File: src/rtl/prio_gate_pkg.sv
package prio_gate_pkg;
  localparam int unsigned DEF_DATA_W = 64;
  localparam int unsigned DEF_PRIO_W = 4;

  function automatic int unsigned class_count(input int unsigned prio_w);
    return (1 << prio_w) - 1;
  endfunction
endpackage

File: src/rtl/prio_thresh_reg.sv
module prio_thresh_reg #(
  parameter int unsigned DATA_W = prio_gate_pkg::DEF_DATA_W,
  parameter int unsigned PRIO_W = prio_gate_pkg::DEF_PRIO_W
) (
  input  logic              clk,
  input  logic              rst_n,
  input  logic              wr_en,
  input  logic [DATA_W-1:0] wr_data,
  output logic [PRIO_W-1:0] thr_q,
  output logic              fault_q
);
  localparam int unsigned RSV_W = DATA_W - PRIO_W;

  logic [RSV_W-1:0] rsv_bits;
  logic             rsv_dirty;

  assign rsv_bits  = wr_data[DATA_W-1:PRIO_W];
  assign rsv_dirty = |rsv_bits;

  always_ff @(posedge clk) begin
    if (!rst_n) begin
      thr_q   <= '0;
      fault_q <= 1'b0;
    end else begin
      fault_q <= wr_en & rsv_dirty;
      if (wr_en && !rsv_dirty) begin
        thr_q <= wr_data[PRIO_W-1:0];
      end
    end
  end

  AST_BAD_WRITE_KEEPS: assert property (@(posedge clk) disable iff (!rst_n)
    (wr_en && (wr_data[DATA_W-1:PRIO_W] != '0)) |=> (fault_q && $stable(thr_q)));

  AST_GOOD_WRITE_LOADS: assert property (@(posedge clk) disable iff (!rst_n)
    (wr_en && (wr_data[DATA_W-1:PRIO_W] == '0)) |=> (!fault_q && thr_q == $past(wr_data[PRIO_W-1:0])));

  AST_IDLE_NO_CHANGE: assert property (@(posedge clk) disable iff (!rst_n)
    !wr_en |=> (!fault_q && $stable(thr_q)));
endmodule

File: src/rtl/prio_mask_gen.sv
module prio_mask_gen #(
  parameter int unsigned PRIO_W = prio_gate_pkg::DEF_PRIO_W,
  parameter int unsigned NCLS   = prio_gate_pkg::class_count(PRIO_W)
) (
  input  logic [PRIO_W-1:0] thr,
  input  logic [NCLS-1:0]   req,
  output logic [NCLS-1:0]   pass
);
  for (genvar g = 0; g < NCLS; g++) begin : g_cls
    localparam logic [PRIO_W-1:0] CLS_NUM = PRIO_W'(g + 1);
    assign pass[g] = req[g] & (CLS_NUM > thr);
  end
endmodule

File: src/rtl/prio_pick.sv
module prio_pick #(
  parameter int unsigned PRIO_W = prio_gate_pkg::DEF_PRIO_W,
  parameter int unsigned NCLS   = prio_gate_pkg::class_count(PRIO_W)
) (
  input  logic [NCLS-1:0]   pass,
  output logic              any,
  output logic [PRIO_W-1:0] sel
);
  always_comb begin
    any = 1'b0;
    sel = '0;
    for (int i = 0; i < NCLS; i++) begin
      if (pass[i]) begin
        any = 1'b1;
        sel = PRIO_W'(i + 1);
      end
    end
  end
endmodule

File: src/rtl/prio_gate_top.sv
module prio_gate_top #(
  parameter int unsigned DATA_W = prio_gate_pkg::DEF_DATA_W,
  parameter int unsigned PRIO_W = prio_gate_pkg::DEF_PRIO_W,
  localparam int unsigned NCLS  = prio_gate_pkg::class_count(PRIO_W)
) (
  input  logic              clk,
  input  logic              rst_n,
  input  logic [NCLS-1:0]   req_vec,
  input  logic              wr_en,
  input  logic [DATA_W-1:0] wr_data,
  output logic [DATA_W-1:0] rd_data,
  output logic              wr_fault,
  output logic              irq_valid,
  output logic [PRIO_W-1:0] irq_class
);
  logic [PRIO_W-1:0] thr;
  logic [NCLS-1:0]   pass;

  prio_thresh_reg #(.DATA_W(DATA_W), .PRIO_W(PRIO_W)) u_reg (
    .clk     (clk),
    .rst_n   (rst_n),
    .wr_en   (wr_en),
    .wr_data (wr_data),
    .thr_q   (thr),
    .fault_q (wr_fault)
  );

  prio_mask_gen #(.PRIO_W(PRIO_W), .NCLS(NCLS)) u_mask (
    .thr  (thr),
    .req  (req_vec),
    .pass (pass)
  );

  prio_pick #(.PRIO_W(PRIO_W), .NCLS(NCLS)) u_pick (
    .pass (pass),
    .any  (irq_valid),
    .sel  (irq_class)
  );

  assign rd_data = {{(DATA_W-PRIO_W){1'b0}}, thr};

  AST_WINNER_ABOVE_THR: assert property (@(posedge clk) disable iff (!rst_n)
    irq_valid |-> (irq_class > rd_data[PRIO_W-1:0] && req_vec[irq_class - 1'b1]));

  AST_NOTHING_HIGHER: assert property (@(posedge clk) disable iff (!rst_n)
    irq_valid |-> ((req_vec >> irq_class) == '0));

  AST_IDLE_CLASS_ZERO: assert property (@(posedge clk) disable iff (!rst_n)
    !irq_valid |-> (irq_class == '0));

  AST_TOP_BLOCKS_ALL: assert property (@(posedge clk) disable iff (!rst_n)
    (rd_data[PRIO_W-1:0] == '1) |-> !irq_valid);

  AST_ZERO_PASSES_ALL: assert property (@(posedge clk) disable iff (!rst_n)
    (rd_data[PRIO_W-1:0] == '0 && req_vec != '0) |-> irq_valid);

  AST_FAULT_ONE_CYCLE: assert property (@(posedge clk) disable iff (!rst_n)
    (wr_fault && !$past(wr_en)) |-> 1'b0);
endmodule

File: config.mk
export PLATFORM = sky130hd
export DESIGN_NAME = prio_gate_top
export DESIGN_NICKNAME = d
export VERILOG_FILES = /design/src/rtl/prio_gate_pkg.sv /design/src/rtl/prio_thresh_reg.sv /design/src/rtl/prio_mask_gen.sv /design/src/rtl/prio_pick.sv /design/src/rtl/prio_gate_top.sv
export SDC_FILE = /design/constraint.sdc
export NUM_CORES = 1
export LEC_CHECK = 0
export ABC_CLOCK_PERIOD_IN_PS = 2300
export BUFFER_PORTS_ARGS = -buffer_cell sky130_fd_sc_hd__buf_2
export CORE_MARGIN = 2
export CORE_UTILIZATION = 35
export DETAILED_ROUTE_END_ITERATION = 7
export HOLD_SLACK_MARGIN = 0.15
export PLACE_DENSITY_LB_ADDON = 0.3
export REMOVE_ABC_BUFFERS = 1
export SYNTH_ARGS = -nofsm -noshare
export SYNTH_HDL_FRONTEND = slang
export SYNTH_SLANG_ARGS = --single-unit
File: constraint.sdc
create_clock -name clk -period 2.3 [get_ports clk]
set_input_delay 0.23 -clock clk [delete_from_list [all_inputs] [get_ports clk]]
set_output_delay 0.23 -clock clk [all_outputs]
set_load 0.03 [all_outputs]
==> metrics.cfg <==
[status]
status = finished clean

[cts]
cts_sinks = 5
clock_latency_ns = 0.24
cts_buffer_depth = 2
root_buffer = clkbuf_4
cts_tree = yes
cts_buffers = 3
path_clk_slew_ns = 0.04
cts_setup_buffers = 0
cts_hold_buf = 0
cts_htree_levels = 1

[critical_path]
r2r_cells = 3
crit_arrival_ns = 1.84
critPathRequiredTime_ns = 2.07
end_kind = output port
criticalPathCategory = reg -> out
startpoint = u_reg.thr_q[2]
cp_max_fo = 12
r2r-start = u_reg.thr_q[3]
cp-start-kind = flip-flop

[detailed_routing]
ant_nets = 0
drc = 0
wl_per_cell_um = 10.3
wirelength_um = 3130
vias_per_cell = 4.30
drtIter0Drc = 62
dr.pass1.iters = 4
vias = 1313

[logic_synthesis]
syn_area_um2 = 1200
synth-seq-cells = 5
async_flop_share = 0
avgSynthCellArea_um2 = 7.22
synth_edf_count = 0
synth_cell_types = 40
yosysMostFrequentCell = buf_4
seq_area_frac_synth = 0.0831
postSynthCellCount = 167
yosys.area.top_type_share = 0.374
synth_common_cells = buf_4, nor4_1, nand2_1
yosys.area.top_type = buf_4
yosys_warnings = 0
dominantRegCellSynth = dfxtp_1
synthTopCellsByArea = buf_4, dfxtp_1, nor4_1, nand2_1, nor2_1

[global_route]
grt_pass1_vias = 1186
grt_use_total = 0.152
grt_pass1_wl_um = 4870
grt_max_degree = 13
grt_antenna_before_repair = 0
overflow = 0

[power]
power.density_nw_per_um2 = 295
ir_worst_vdd_mv = 0.123
leakage_nw = 0.794

[layout]
nets = 342
area_growth_pct = 24.7
final_layout_size_suffix_gt1_frac = 0.413
num_antenna_cells = 0
final_util = 0.454

[die]
floorplan.rows = 21
io_pins = 152
die_w_um = 62.7
start_util = 0.364
placeableCoreArea_um2 = 3310
die-area_um2 = 3930
die_y_um = 62.7

[sta]
setup_viol = 0
min_period_over_period = 0.899
finalHoldViolCount = 0
finClkSkew_ns = 0
finalMaxSlewViolations = 0
fin_tns_setup_ns = 0
rsz0062_at_grt = no
fin_crit_ns = 2.07
fmax_mhz = 484

[place]
numPortBuffers = 91
hpwl_um = 2840
gp_congestion = 0.899

[hold_path]
min_delay_path_depth = 3
min-delay-start = wr_data[1]
worst_hold_path_type = in -> reg

[run]
cap_violations = 0

==> metrics by stage <==
step                      std cells  instance area (µm²)  hold WS [ns]  power (mW)  worst slack, ns
after global placement          301                 1470         0.486       0.343            0.378
after CTS                       305                 1500         0.225       0.447           0.0915
after detailed placement        301                 1470         0.483       0.343            0.361
after global routing            305                 1500         0.228       0.473           0.0929
after floorplan                 162                  945         0.361       0.258            0.104
final                           305                 1500         0.227       0.443            0.232
==> layout by cell type, fill, tap and decap left out, drive strengths merged <==
cell type	count
or2	1
a21o	1
a211oi	1
a32oi	1
maj3	1
nand2b	1
nand3	1
nand4	4
nor4	15
o21ai	8
a21oi	6
dfxtp	5
nor2b	2
mux2i	4
a2bb2oi	1
buf	93
a41o	1
conb	60
nor2	11
nand4bb	1
clkbuf	4
a31oi	4
o311a	1
and2b	1
o221a	1
o22a	1
nand2	12
and2	1
inv	5
or3	2
o2bb2ai	3
and3	1
nor3	1
a2111o	1
a211o	1
or2b	1
o221ai	1
==> cell type report <==
type                    instances  area (µm²)
repair buffers                 93         470
fillers                       377        1810
multi-input cells             152         826
flip-flops and latches          5         104
inverters                       5        18.8
clock buffers                   4        26.3
well taps                      46        57.6
==> final timing paths <==
kind,end,slack (ns)
max reg2reg,u_reg.thr_q[3],1.52
min reg2reg,u_reg.thr_q[0],0.53
min,u_reg.thr_q[1],0.23
max,irq_valid,0.23
==> worst max-delay path, cell delays in order, from the launching register on <==
cell	delay, ns
dfxtp_2	0.43
nand2_1	0.10
a211o_1	0.28
o21ai_2	0.10
nand4bb_4	0.12
a2111o_1	0.38
buf_2	0.18
==> what timing repair did <==
| action | in CTS | in global routing |
|---|---|---|
| hold endpoints to repair | 0 | 0 |
| resized for setup | 0 | 3 |
| setup endpoints to repair | 0 | 1 |
==> where the power goes <==
group	switching [mW]	internal, mW
combinational	0.184	0.0708
sequential	0.000154	0.0879
clock	0.0350	0.0655
==> layer usage <==
metal	vias to the layer above	GRT usage	routed length, µm
li1	663	-	-
met1	573	0.160	1110
met2	75	0.282	1640
met3	2	0.0505	353
met4	0	0.0528	25
met5	-	0	0
==> state kept, by name, indices dropped and copies added, names as in the netlist <==
| signal | cells |
|---|---|
| u_reg.thr_q | 4 |
| u_reg.fault_q | 1 |
==> kinds of logic after synthesis <==
| family | count (synthesis) | synth area share |
|---|---|---|
| adders and majority gates | 1 | 0.00831 |
| other | 1 | 0.00311 |
| DFF | 5 | 0.0831 |
| AOI/OAI and AO/OA | 32 | 0.188 |
| buffers and inverters | 69 | 0.415 |
| muxes | 4 | 0.0332 |
| and+or+nand+nor | 55 | 0.269 |
Power figures use the tool's default switching activity.
